File: src/rtl/softmax4_pkg.sv
package softmax4_pkg;
  localparam int N_IN  = 4;
  localparam int IN_W  = 8;
  localparam int OUT_W = 8;
  // difference needs one extra bit: it can reach -(2**IN_W - 1)
  localparam int DIFF_W = IN_W + 1;
  localparam int SUM_W  = OUT_W + $clog2(N_IN);
  localparam int QUO_W  = 2 * OUT_W;
endpackage

File: src/rtl/sm_peak_sub.sv
module sm_peak_sub
  import softmax4_pkg::*;
#(
  parameter int N  = N_IN,
  parameter int IW = IN_W,
  parameter int DW = DIFF_W
) (
  input  logic [N-1:0][IW-1:0] score,
  output logic [N-1:0][DW-1:0] diff
);
  logic signed [IW-1:0] peak;

  always_comb begin
    peak = $signed(score[0]);
    for (int i = 1; i < N; i++) begin
      if ($signed(score[i]) > peak) peak = $signed(score[i]);
    end
  end

  for (genvar g = 0; g < N; g++) begin : g_sub
    assign diff[g] = DW'($signed(score[g])) - DW'(peak);
  end
endmodule

File: src/rtl/sm_exp_term.sv
module sm_exp_term
  import softmax4_pkg::*;
#(
  parameter int DW = DIFF_W,
  parameter int OW = OUT_W
) (
  input  logic [DW-1:0] diff,
  output logic [OW-1:0] term
);
  localparam int TMAX = (1 << OW) - 1;

  int dv;
  int acc;

  always_comb begin
    dv = int'($signed(diff));
    if (dv > -4)       acc = 256 + dv * 16;
    else if (dv > -8)  acc = 192 + (dv + 4) * 12;
    else if (dv > -16) acc = 144 + (dv + 8) * 9;
    else if (dv > -32) acc = 92 + (((dv + 16) * 92) >>> 4);
    else if (dv > -64) acc = 34 + (((dv + 32) * 34) >>> 4);
    else               acc = 0;
    if (acc < 0)         term = '0;
    else if (acc > TMAX) term = OW'(TMAX);
    else                 term = acc[OW-1:0];
  end
endmodule

File: src/rtl/sm_normalize.sv
module sm_normalize
  import softmax4_pkg::*;
#(
  parameter int N  = N_IN,
  parameter int OW = OUT_W,
  parameter int SW = SUM_W,
  parameter int QW = QUO_W
) (
  input  logic [N-1:0][OW-1:0] term,
  output logic [N-1:0][OW-1:0] prob
);
  localparam int TMAX     = (1 << OW) - 1;
  localparam int FALLBACK = 1 << (OW - 2);

  logic [SW-1:0] sum;
  logic [QW-1:0] divisor;

  always_comb begin
    sum = '0;
    for (int i = 0; i < N; i++) sum = sum + SW'(term[i]);
  end

  assign divisor = (sum == '0) ? QW'(1) : QW'(sum);

  for (genvar g = 0; g < N; g++) begin : g_div
    logic [QW-1:0] num;
    logic [QW-1:0] quo;
    assign num = {term[g], {(QW - OW){1'b0}}};
    assign quo = num / divisor;
    always_comb begin
      if (sum == '0)               prob[g] = OW'(FALLBACK);
      else if (quo > QW'(TMAX))    prob[g] = OW'(TMAX);
      else                         prob[g] = quo[OW-1:0];
    end
  end
endmodule

File: src/rtl/softmax4_q44.sv
module softmax4_q44
  import softmax4_pkg::*;
(
  input  logic [IN_W-1:0]  score_0,
  input  logic [IN_W-1:0]  score_1,
  input  logic [IN_W-1:0]  score_2,
  input  logic [IN_W-1:0]  score_3,
  output logic [OUT_W-1:0] prob_0,
  output logic [OUT_W-1:0] prob_1,
  output logic [OUT_W-1:0] prob_2,
  output logic [OUT_W-1:0] prob_3
);
  logic [N_IN-1:0][IN_W-1:0]   score_v;
  logic [N_IN-1:0][DIFF_W-1:0] diff_w;
  logic [N_IN-1:0][OUT_W-1:0]  term_w;
  logic [N_IN-1:0][OUT_W-1:0]  prob_v;

  assign score_v = {score_3, score_2, score_1, score_0};

  sm_peak_sub #(.N(N_IN), .IW(IN_W), .DW(DIFF_W)) u_peak (
    .score(score_v),
    .diff (diff_w)
  );

  for (genvar g = 0; g < N_IN; g++) begin : g_exp
    sm_exp_term #(.DW(DIFF_W), .OW(OUT_W)) u_exp (
      .diff(diff_w[g]),
      .term(term_w[g])
    );
  end

  sm_normalize #(.N(N_IN), .OW(OUT_W), .SW(SUM_W), .QW(QUO_W)) u_norm (
    .term(term_w),
    .prob(prob_v)
  );

  assign prob_0 = prob_v[0];
  assign prob_1 = prob_v[1];
  assign prob_2 = prob_v[2];
  assign prob_3 = prob_v[3];
endmodule

File: config.mk
export PLATFORM = sky130hd
export DESIGN_NAME = softmax4_q44
export DESIGN_NICKNAME = d
export VERILOG_FILES = /design/src/rtl/softmax4_pkg.sv /design/src/rtl/sm_peak_sub.sv /design/src/rtl/sm_exp_term.sv /design/src/rtl/sm_normalize.sv /design/src/rtl/softmax4_q44.sv
export SDC_FILE = /design/constraint.sdc
export NUM_CORES = 2
export LEC_CHECK = 0
export ABC_CLOCK_PERIOD_IN_PS = 121400
export CAP_MARGIN = 15
export CORE_MARGIN = 2
export CORE_UTILIZATION = 32
export DETAILED_ROUTE_END_ITERATION = 6
export DONT_BUFFER_PORTS = 1
export PLACE_DENSITY = 0.53
export SETUP_SLACK_MARGIN = 0.3
export SYNTH_ARGS = -nofsm -noshare
export SYNTH_HDL_FRONTEND = slang
export SYNTH_HIERARCHICAL = 1
export SYNTH_SLANG_ARGS = --single-unit
File: constraint.sdc
create_clock -name vclk -period 121.4
set_input_delay 36.42 -clock vclk [all_inputs]
set_output_delay 36.42 -clock vclk [all_outputs]
set_load 0.05 [all_outputs]
==> results.json <==
{
  "final_max_slew_viol_count": 0,
  "grt.busiest_layer": "met2",
  "yosysTopAreaCellShare_pct": 23.0,
  "fillCellCount": 15800,
  "worstHoldEndpoint": "prob_2[3]",
  "cp.required_ps": 84980,
  "max_slew_margin_pct": 19.9,
  "ant_nets": 0,
  "grt_overflow": 0,
  "ios": 64,
  "max_stage_delay_ps": 590,
  "clockBufferCount": 0,
  "arrival_ps": 81690,
  "avgSynthCellArea_sq_um": 7.25,
  "hold_ws_ps": 74640,
  "io_buffers": 0,
  "fin_cells": 8536,
  "final_util_pct": 34.9,
  "synth_cell_types": 145,
  "grt_max_degree": 53,
  "grtUsageMet3_pct": 1.05,
  "synthesis.area_sq_um": 47900,
  "finalSetupViolations": 0,
  "synth_area_leaders": "ha_1 (23%), xnor2_1 (6.0%), a21oi_1 (4.9%)",
  "synthTopCellsByCount": "ha_1 (881), nor2_1 (505), nand2_1 (494), a21oi_1 (467), inv_1 (457)",
  "hold_violations": 0,
  "min_path_type": "in -> out",
  "die_x_microns": 391,
  "wl_mm": 163,
  "start_kind": "primary input",
  "antenna_found_initial": 2,
  "synth_cells": 6596,
  "tightest_slew_ps": 1190,
  "die_h_microns": 391,
  "worst-path-max-fanout": 17,
  "min_from": "score_2[2]",
  "area_delta_synth_final_pct": 8.04,
  "yosysWarnings": 6,
  "yosysMostFrequentCell": "ha_1",
  "dr.pass1.iters": 5,
  "synth_nets": 7599,
  "met1_usage_pct": 27.3,
  "end_kind": "output port",
  "rows": 141,
  "worst_path_max_delay_cell": "or4_4",
  "seq_area_frac_synth_pct": 0,
  "worstSetupPathType": "in -> out",
  "status": "complete, no violations",
  "num_vias": 49900,
  "post-dp-hpwl_mm": 129,
  "drt_iter0_drc": 3337,
  "yosysTopAreaCell": "ha_1",
  "critPathTopFamily": "compound AO/OA/AOI/OAI gates",
  "period_needed_ps": 118110,
  "grt_pass1_vias": 47100,
  "drc": 0,
  "num_antenna_cells": 0,
  "drive_above_1_share_pct": 10.4,
  "track_usage_pct": 20.2,
  "coreArea_sq_um": 148000,
  "n_sequential_cell": 0,
  "fmax_mhz": 8.47,
  "fin_nets": 7611,
  "cp.depth": 200,
  "initial_core_util_pct": 32.3,
  "grt_pass1_wl_mm": 256,
  "regArea_sq_um": 0,
  "rsz0062_at_grt": "true",
  "dieArea_sq_um": 153000,
  "fin_crit_sh_pct": 97.3,
  "crit_top_cell": "ha_1",
  "dp.cells": 8477,
  "hold_path_depth": 11,
  "vias_per_cell": 5.84,
  "wl_per_cell_microns": 19.0,
  "max-cap-violations": 0,
  "gp_congestion": 0.954,
  "use_met2_pct": 35.4,
  "path_buf_inv": 16
}
[worst max-delay path by stage]
stage	startpoint	to	slack, ps
3_5_place_dp	score_0[7]	prob_0[0]	-930
6_report	score_0[4]	prob_0[0]	3290
3_3_place_gp	score_0[7]	prob_0[0]	-650
2_1_floorplan	score_0[7]	prob_1[0]	1460
5_1_grt	score_0[3]	prob_3[0]	240
4_1_cts	score_0[4]	prob_0[0]	280
[tightest hold or removal path: cells and delay by family]
family	cells	cell delay (ps)
and+or+nand+nor	2	300
buffers and inverters	3	640
AOI/OAI and AO/OA	5	660
xor gates and xnor gates	1	140
[kinds of logic (layout without fill, tap and decap cells)]
kind of cell,Yosys count,after routing,share of synthesized area [%]
compound gates,2156,2158,31.5
simple gates,2120,2121,22.6
xor+xnor,501,501,9.19
fa+ha+maj,978,978,27.0
mux,182,182,4.18
buf+inv,659,666,5.57
[layout make-up]
class              count  area [sq um]  area share [%]
multi-input cells   5940         46000            88.9
well taps           1930          2410            4.67
inverters            467          1760            3.41
repair buffers       199          1540            2.97
[cells in the final DEF (no fill, tap or decap), drive strengths merged, types with 107 or more instances in the layout]
cell / instances
ha: 881
nor2: 513
nand2: 499
a21oi: 482
inv: 464
o21ai: 427
xnor2: 330
a21o: 204
buf: 199
nor3: 197
nand3: 194
xor2: 171
o21a: 143
mux2: 117
o211ai: 107
[per-stage QoR]
stage          cell area (sq um)  worst slack (ps)  setup TNS, ps
2_1_floorplan              47900              1460              0
3_3_place_gp               50500              -650           -650
3_5_place_dp               50600              -929          -1800
4_1_cts                    50700               285              0
5_1_grt                    51700               238              0
6_report                   51700              3290              0
[what timing repair did]
| action | in CTS | in global routing |
|---|---|---|
| setup endpoints to repair | 4 | 8 |
| cloned | 0 | 3 |
| resized for setup | 19 | 159 |
| buffers inserted | 8 | 48 |
| hold buffers | 0 | 0 |
| pin swaps | 3 | 22 |
| hold endpoints to repair | 0 | 0 |
[layer usage]
| layer | up-vias | part of all wire (%) | routed length [microns] |
|---|---|---|---|
| met2 | 1156 | 47 | 76400 |
| met5 | - | 0 | 0 |
| li1 | 24800 | - | - |
| met4 | 0 | 2.4 | 3880 |
| met3 | 208 | 3.9 | 6320 |
| met1 | 23700 | 47 | 75900 |
Power is left out: the tool's default activity adds up to more than one toggle a clock period on the data nets, which glitch-free logic cannot reach.
